**config.mk**
```make
export PLATFORM = sky130hd
export DESIGN_NAME = ssi_strobe_gen
export DESIGN_NICKNAME = d
export VERILOG_FILES = /design/src/rtl/ssi_strobe_pkg.sv /design/src/rtl/ssi_rate_divider.sv /design/src/rtl/ssi_tx_clock.sv /design/src/rtl/ssi_strobe_gen.sv
export SDC_FILE = /design/constraint.sdc
export NUM_CORES = 1
export LEC_CHECK = 0
export CORE_ASPECT_RATIO = 1.2
export CORE_MARGIN = 1.5
export CORE_UTILIZATION = 55
export DETAILED_ROUTE_END_ITERATION = 8
export MAX_ROUTING_LAYER = met4
export PLACE_DENSITY = 0.76
export SYNTH_ARGS = -nofsm -noshare
export SYNTH_HDL_FRONTEND = slang
export SYNTH_HIERARCHICAL = 1
export SYNTH_SLANG_ARGS = --single-unit
```
**constraint.sdc**
```tcl
create_clock -name clk -period 2.4 [get_ports clk]
set_clock_uncertainty 0.15 [all_clocks]
set_input_delay 0.36 -clock clk [delete_from_list [all_inputs] [get_ports clk]]
set_output_delay 0.36 -clock clk [all_outputs]
set_load 0.03 [all_outputs]
```
**src/rtl/ssi_strobe_pkg.sv**
```systemverilog
// Shared constants and types for the serial port strobe generator.
// Assumes a single reference clock domain; all ratios are in reference cycles.
package ssi_strobe_pkg;

    // Default division ratios from the reference clock
    localparam int unsigned TX_FRAME_DIV_DEF = 50;
    localparam int unsigned RX_FRAME_DIV_DEF = 120;
    localparam int unsigned SPK_DIV_DEF      = 300;

    // Bundle of all timing outputs produced by the block
    typedef struct packed {
        logic rx_bit;
        logic tx_bclk;
        logic tx_frame;
        logic rx_frame;
        logic spk;
    } strobe_bus_t;

endpackage

```
**src/rtl/ssi_rate_divider.sv**
```systemverilog
// Generic modulo counter that emits a registered one-cycle pulse on the
// DIV-th counted edge after restart. While run is low the count is held at
// INIT and the pulse is suppressed. Assumes DIV >= 2 and INIT < DIV.
module ssi_rate_divider #(
    parameter int unsigned DIV  = 50,
    parameter int unsigned INIT = 0
) (
    input  logic clk,
    input  logic rst_n,
    input  logic run,
    output logic pulse
);
    localparam int unsigned CW = (DIV > 2) ? $clog2(DIV) : 1;
    localparam logic [CW-1:0] LAST  = CW'(DIV - 1);
    localparam logic [CW-1:0] START = CW'(INIT);

    logic [CW-1:0] cnt;

    // Count running edges, wrap at DIV and raise the pulse on the wrap
    always_ff @(posedge clk) begin
        if (!rst_n || !run) begin
            cnt   <= START;
            pulse <= 1'b0;
        end else if (cnt == LAST) begin
            cnt   <= '0;
            pulse <= 1'b1;
        end else begin
            cnt   <= cnt + 1'b1;
            pulse <= 1'b0;
        end
    end


    pulse_one_wide_chk: assert property (@(posedge clk) disable iff (!rst_n)
        pulse |=> !pulse);


    idle_silent_chk: assert property (@(posedge clk) disable iff (!rst_n)
        !run |=> !pulse);

endmodule

```
**src/rtl/ssi_tx_clock.sv**
```systemverilog
// Transmit-side timing: a divide-by-2 bit clock plus a frame strobe placed
// on a rising bit clock edge. Assumes FRAME_DIV is even so that the
// alignment holds on every period, not only the first.
module ssi_tx_clock #(
    parameter int unsigned FRAME_DIV = 50
) (
    input  logic clk,
    input  logic rst_n,
    output logic bclk,
    output logic frame
);
    // The clock is high after odd edges; starting the frame count one
    // step ahead puts its pulses on odd edges too.
    localparam int unsigned FRAME_INIT = 1;

    initial begin
        frame_div_even_chk: assert ((FRAME_DIV % 2) == 0 && FRAME_DIV >= 2);
    end

    // Toggle the bit clock on every running reference edge
    always_ff @(posedge clk) begin
        if (!rst_n) bclk <= 1'b0;
        else        bclk <= ~bclk;
    end

    ssi_rate_divider #(.DIV(FRAME_DIV), .INIT(FRAME_INIT)) u_frame_div (
        .clk   (clk),
        .rst_n (rst_n),
        .run   (1'b1),
        .pulse (frame)
    );


    bclk_toggle_chk: assert property (@(posedge clk) disable iff (!rst_n)
        $past(rst_n) |-> (bclk != $past(bclk)));


    frame_on_rise_chk: assert property (@(posedge clk) disable iff (!rst_n)
        frame |-> (bclk && !$past(bclk)));

endmodule

```
**src/rtl/ssi_strobe_gen.sv**
```systemverilog
// Top of the serial port strobe generator. From the reference clock it
// produces the receive bit qualifier, the transmit bit clock, the transmit
// and receive frame strobes, and a host-gated speaker-sample strobe.
// Assumes clk is the reference and rst_n is synchronous, active low.
module ssi_strobe_gen
    import ssi_strobe_pkg::*;
#(
    parameter int unsigned TX_FRAME_DIV = TX_FRAME_DIV_DEF,
    parameter int unsigned RX_FRAME_DIV = RX_FRAME_DIV_DEF,
    parameter int unsigned SPK_DIV      = SPK_DIV_DEF
) (
    input  logic clk,
    input  logic rst_n,
    input  logic spk_irq_en,
    output logic rx_bit_en,
    output logic tx_bclk,
    output logic tx_frame_irq,
    output logic rx_frame_irq,
    output logic spk_irq
);
    strobe_bus_t sb;

    // Receive bit qualifier: high on every reference cycle once running
    always_ff @(posedge clk) begin
        if (!rst_n) sb.rx_bit <= 1'b0;
        else        sb.rx_bit <= 1'b1;
    end

    ssi_tx_clock #(.FRAME_DIV(TX_FRAME_DIV)) u_tx (
        .clk   (clk),
        .rst_n (rst_n),
        .bclk  (sb.tx_bclk),
        .frame (sb.tx_frame)
    );

    ssi_rate_divider #(.DIV(RX_FRAME_DIV), .INIT(0)) u_rx_frame (
        .clk   (clk),
        .rst_n (rst_n),
        .run   (1'b1),
        .pulse (sb.rx_frame)
    );

    // The enable doubles as a restart: while low the count is held clear
    ssi_rate_divider #(.DIV(SPK_DIV), .INIT(0)) u_spk (
        .clk   (clk),
        .rst_n (rst_n),
        .run   (spk_irq_en),
        .pulse (sb.spk)
    );

    // Drive the ports from the bundle
    always_comb begin
        rx_bit_en    = sb.rx_bit;
        tx_bclk      = sb.tx_bclk;
        tx_frame_irq = sb.tx_frame;
        rx_frame_irq = sb.rx_frame;
        spk_irq      = sb.spk;
    end


    reset_quiet_chk: assert property (@(posedge clk)
        !rst_n |=> !(rx_bit_en | tx_bclk | tx_frame_irq | rx_frame_irq | spk_irq));


    rx_bit_running_chk: assert property (@(posedge clk) disable iff (!rst_n)
        $past(rst_n) |-> rx_bit_en);


    spk_gated_chk: assert property (@(posedge clk) disable iff (!rst_n)
        !spk_irq_en |=> !spk_irq);

endmodule

```
==> metrics.yaml, run 1 <==
r2r_end: "u_spk/cnt[8]"
cp_cell_sequence: "clkdlybuf4s50_1"
area_growth_pct: 11.5
outcome: "complete, no violations"
crit_slowest_cell: "clkdlybuf4s50_1"
reg2reg_depth: 4
postCtsSetupBuffers: 0
synthMuxAreaShare_pct: 0
cts_sinks: 27
worst_hold_slack_ns: 0.316
synth_area_leader_cell: "dfxtp_1"
avgRoutedWirePerCell_um: 11.7
netlist_area_um2: 1080
p_comb_share_pct: 5.4
grt_pass1_wl_um: 2900
synth_top_area_share_pct: 50.1
clk_latency_ns: 0.32
setup_violations: 0
die_width_um: 43.4
critPathBufInv: 1
synth_flop_cell: "dfxtp_1"
ys_warn_count: 6
ctsLongestPathBuffers: 2
post-place-ws_ns: 0.710
cp-end-kind: "primary output"
rows: 17
layout-drive-gt1-share_pct: 7.20
port_buffers: 7
placed_area_um2: 1170
max_freq_mhz: 524
routed_wl_um: 1690
synthAdderAreaFrac_pct: 5.80
dieHeight_um: 51.5
syn_inst: 114
root_buffer: "clkbuf_4"
instances_no_fill: 144
hold_depth: 1
grt_usage_pct: 17.7
setup_ws_ns: 0.492
antenna_left: 0
antenna_found_initial: 0
num_vias: 797
route.detailed.drc: 0
cp.required_ns: 1.89
synthTopCellsByCount: "dfxtp_1 (27), nor2_1 (16), nand2_1 (8), nand3_1 (8), a21oi_1 (7)"
power_frac_seq_pct: 66.8
synth_nets: 122
finalPower_mw: 0.696
cp_top_family: "buffers and inverters"
hold_viol: 0
cellLeakagePower_nw: 0.422
switching_share_pct: 22.7
grt_overflow_total: 0
cts_made_buffers: 3
grt_max_degree: 17
synth-simple-area-share_pct: 23.5
switchingPower_mw: 0.158
dp.cells: 140
rsz0062_at_grt: "false"
synth_cell_type_count: 25
utilization_pct: 65.0
slowest_delay_ns: 0.68
period_minus_slack_ns: 1.91
seq_area_frac_synth_pct: 50.1
pin_count: 8
hold_buffers: 0
start_util_pct: 58.3
hp-start: "u_tx/bclk"
yosys-top-cells-area: "dfxtp_1 (50%), ha_1 (5.8%), nor2_1 (5.6%)"
synth_xor_area_share_pct: 7.31
critPathLaunch: "u_tx/bclk"
final_max_slew_viol_count: 0
htreeDepth: 1
r2r-start: "u_spk/cnt[0]"
tns_ns: 0
hold_path_end: "u_tx/bclk"
place_congestion: 0.716
power_density_nw_per_um2: 579
crit_fanout: 2
synth_area_per_cell_um2: 9.46
async_flop_share_pct: 0
ys_ff_latch: 27
hpwl_um: 1270
critPathKind: "reg -> out"
clk_pin_slew_worst_paths_ns: 0.14
start_kind: "register"
first_pass_iters: 4
synth_top_family_by_area: "simple AND/OR/NAND/NOR gates"
drv_cap: 0
ir_drop_mv: 0.380
cts_resized: 0
final_nets: 134
grt_pass1_vias: 708
cts_tree: "built"
antenna_cells: 0
period_share_pct: 79.5
p_clk_share_pct: 27.8
synth.most_common_cell: "dfxtp_1"
viasPerCell: 5.53
reg2reg_slack_ns: 0.86
synth_edf_count: 0
cp.arrival_ns: 1.40
n_fill_cell: 165
finalInstanceArea_um2: 1200
intPower_mw: 0.538
dieArea_um2: 2240
synth_compound_area_share_pct: 10.8
fp.coreArea_um2: 1850
hp-class: "reg -> reg"
drt_first_iter_violations: 14
registers in the layout, summed over array words and instances (netlist names):
| register | count |
|---|---|
| u_tx/bclk | 1 |
| u_tx/u_frame_div/cnt | 6 |
| rx_bit_en | 1 |
| u_spk/cnt | 9 |
| u_spk/pulse | 1 |
| u_tx/u_frame_div/pulse | 1 |
| u_rx_frame/cnt | 7 |
| u_rx_frame/pulse | 1 |
routing by layer:
layer	track usage, %	up-vias	share of wire [%]
li1	-	412	-
met1	23.2	373	47
met2	26.9	10	49
met3	2.08	2	2.6
met4	9.09	0	1.0
met5	-	-	0
area by class of cell:
| class | count | area (um^2) | area share, % |
|---|---|---|---|
| well taps | 19 | 23.8 | 1.98 |
| clock buffers | 3 | 22.5 | 1.87 |
| flip-flops and latches | 27 | 541 | 45.0 |
| multi-input cells | 82 | 519 | 43.2 |
| clock inverters | 1 | 7.51 | 0.624 |
| repair buffers | 7 | 70.1 | 5.83 |
| inverters | 5 | 18.8 | 1.56 |
power by group through the flow:
stage | combinational, mW | clock, mW | sequential [mW]
detailed placement | 0.0381 | 0 | 0.475
global route | 0.0426 | 0.219 | 0.466
finish | 0.0375 | 0.194 | 0.465
CTS | 0.0382 | 0.204 | 0.465
floorplan | 0.0216 | 0 | 0.477
global placement | 0.0371 | 0 | 0.474
placed cells by master (no fill, tap or decap), types with 2 or more instances in the layout:
| master | count |
|---|---|
| nand4b_1 | 2 |
| nor2_1 | 16 |
| clkdlybuf4s50_1 | 7 |
| xor2_1 | 6 |
| a21oi_1 | 7 |
| nand4_1 | 2 |
| clkbuf_4 | 3 |
| or3_1 | 5 |
| xnor2_1 | 3 |
| nand2_1 | 8 |
| conb_1 | 2 |
| inv_1 | 5 |
| o21ai_0 | 6 |
| dfxtp_1 | 27 |
| ha_1 | 5 |
| nor3_1 | 2 |
| nand3_1 | 8 |
how the worst max path moves through the flow:
stage | endpoint | depth (start not counted)
floorplan | u_spk/cnt[2] | 3
global route | tx_bclk | 1
finish | tx_bclk | 1
detailed placement | u_tx/u_frame_div/cnt[5] | 4
CTS | tx_bclk | 1
global placement | u_tx/u_frame_div/cnt[5] | 4
cell families after synthesis:
group                      Yosys count
and+or+nand+nor                     48
DFF                                 27
AOI/OAI and AO/OA                   18
xor gates and xnor gates             9
buffers and inverters                5
adders and majority gates            5
other                                2
No activity file was read; power rests on OpenSTA's default activity.
==> run 2: changes to the inputs <==
- clock period: 2.4 -> 1.8 ns (I/O delays scaled with it)
==> metrics.yaml, run 2 (same netlist as run 1, synthesis figures left out) <==
outcome: "complete, no violations"  # unchanged
hp-start: "u_tx/bclk"  # unchanged
final_max_slew_viol_count: 0  # unchanged
critPathBufInv: 1  # unchanged
hpwl_um: 1210  # was 1270 um
num_vias: 770  # was 797
port_buffers: 7  # unchanged
tns_ns: 0  # unchanged
grt_max_degree: 16  # was 17
dp.cells: 140  # unchanged
drv_cap: 0  # unchanged
start_kind: "register"  # unchanged
layout.cells.most_common: "dfxtp_1"  # unchanged
setup_violations: 0  # unchanged
die_width_um: 43.4  # unchanged
cp.required_ns: 1.38  # was 1.89 ns
fp.coreArea_um2: 1850  # unchanged
critPathKind: "reg -> out"  # unchanged
start_util_pct: 58.3  # unchanged
area_growth_pct: 11.4  # was 11.5%
switchingPower_mw: 0.204  # was 0.158 mW
viasPerCell: 5.35  # was 5.53
antenna_found_initial: 0  # unchanged
p_comb_share_pct: 5.2  # was 5.4%
hp-class: "reg -> reg"  # unchanged
root_buffer: "clkbuf_4"  # unchanged
period_minus_slack_ns: 1.73
grt_overflow_total: 0  # unchanged
largest-register: "u_spk/cnt"  # unchanged
largest_reg_flops: 9  # unchanged
cts_sinks: 27  # unchanged
clk_latency_ns: 0.32  # about the same
worst_hold_slack_ns: 0.311  # was 0.316 ns
hold_depth: 1  # unchanged
rsz0062_at_grt: "false"  # unchanged
power_frac_seq_pct: 67.4  # was 66.8%
ir_drop_mv: 0.481  # was 0.380 mV
antenna_left: 0  # unchanged
reg2reg_depth: 3  # was 4
cp_cell_sequence: "clkdlybuf4s50_1"  # unchanged
cp_top_family: "buffers and inverters"  # unchanged
cp-end-kind: "primary output"  # unchanged
hold_buffers: 0  # unchanged
antenna_cells: 0  # unchanged
slowest_delay_ns: 0.66  # was 0.68 ns
r2r-start: "u_spk/cnt[2]"  # was u_spk/cnt[0]
drt_first_iter_violations: 10  # was 14
instances_no_fill: 144  # unchanged
grt_usage_pct: 18.2  # was 17.7%
htreeDepth: 1  # unchanged
dieHeight_um: 51.5  # unchanged
rows: 17  # unchanged
utilization_pct: 64.9  # was 65.0%
cts_tree: "built"  # unchanged
crit_fanout: 1  # was 2
place_congestion: 0.716  # about the same
grt_pass1_vias: 707  # was 708
hold_viol: 0  # unchanged
dieArea_um2: 2240  # unchanged
cellLeakagePower_nw: 0.437  # was 0.422 nW
clk_pin_slew_worst_paths_ns: 0.13  # was 0.14 ns
avgRoutedWirePerCell_um: 11.1  # was 11.7 um
cts_made_buffers: 3  # unchanged
finalPower_mw: 0.918  # was 0.696 mW
hold_path_end: "u_tx/bclk"  # unchanged
final_nets: 134  # unchanged
period_share_pct: 95.9
cp.arrival_ns: 1.31  # was 1.40 ns
grt_pass1_wl_um: 2910  # was 2900 um
crit_slowest_cell: "clkdlybuf4s50_1"  # unchanged
route.detailed.drc: 0  # unchanged
reg2reg_slack_ns: 0.26  # was 0.86 ns
pin_count: 8  # unchanged
p_clk_share_pct: 27.3  # was 27.8%
max_freq_mhz: 580
largestRegisters: "u_spk/cnt x9, u_rx_frame/cnt x7, u_tx/u_frame_div/cnt x6"  # unchanged
r2r_end: "u_spk/cnt[2]"  # was u_spk/cnt[8]
routed_wl_um: 1610  # was 1690 um
intPower_mw: 0.714  # was 0.538 mW
power_density_nw_per_um2: 764  # was 579 nW/um^2
ctsLongestPathBuffers: 2  # unchanged
first_pass_iters: 4  # unchanged
switching_share_pct: 22.2  # was 22.7%
mostFrequentLayoutCells: "dfxtp_1 (27), nor2_1 (16), nand2_1 (8), nand3_1 (8), a21oi_1 (7)"  # was dfxtp_1 (27), nor2_1 (16), nand2_1 (8), nand3_1 (8)
layout-drive-gt1-share_pct: 7.20  # unchanged
## run 2: repair_timing
item | in CTS | in global routing
endpoints found under the setup margin | 1 | 1
gates resized for setup | 1 | 1
gates cloned | 0 | 0
buffers inserted | 0 | 0
## run 2: worst max-delay path by stage
stage / start / to / depth (start not counted)
after floorplan: u_spk/cnt[2] / u_spk/cnt[2] / 3
after global placement: rst_n / u_tx/u_frame_div/cnt[5] / 4
after detailed placement: rst_n / u_tx/u_frame_div/cnt[5] / 4
after CTS: rx_bit_en / rx_bit_en / 1
after global routing: u_rx_frame/pulse / rx_frame_irq / 1
final: u_rx_frame/pulse / rx_frame_irq / 1
## run 2: through the flow
step                      setup WS [ns]  area, um^2
final                            0.0745        1200
after global routing            0.00696        1200
after CTS                        0.0176        1200
after detailed placement          0.221        1170
after global placement            0.262        1170
after floorplan                   0.380        1080
## run 2: power by group through the flow
stage,registers [mW],logic [mW],clock network [mW]
floorplan,0.636,0.0288,0
global placement,0.632,0.0494,0
detailed placement,0.633,0.0499,0
CTS,0.620,0.0489,0.264
global route,0.621,0.0558,0.292
finish,0.619,0.0481,0.251
## run 2: layout make-up
| type | count | area, um^2 |
|---|---|---|
| sequential | 27 | 541 |
| clock inverter | 1 | 5.00 |
| fill | 162 | 649 |
| timing repair buffer | 7 | 71.3 |
| clock buffer | 3 | 22.5 |
| inverter | 5 | 18.8 |
| tap | 19 | 23.8 |
| multi-input combinational | 82 | 519 |
## run 2: metal layers
layer  routed length, um  vias to the layer above  track usage (%)  share of wire (%)
li1                    -                      410                -                  -
met1                 777                      345             22.9                 48
met2                 738                       11             26.1                 46
met3                  45                        4             4.17                2.8
met4                  43                        0             12.1                2.7
met5                   0                        -                -                  0
==> run 3: changes to the inputs <==
- HOLD_SLACK_MARGIN: not set -> 0.12
==> results of run 3 <==
Final layout, timing and power as in run 2 (identical DEF).
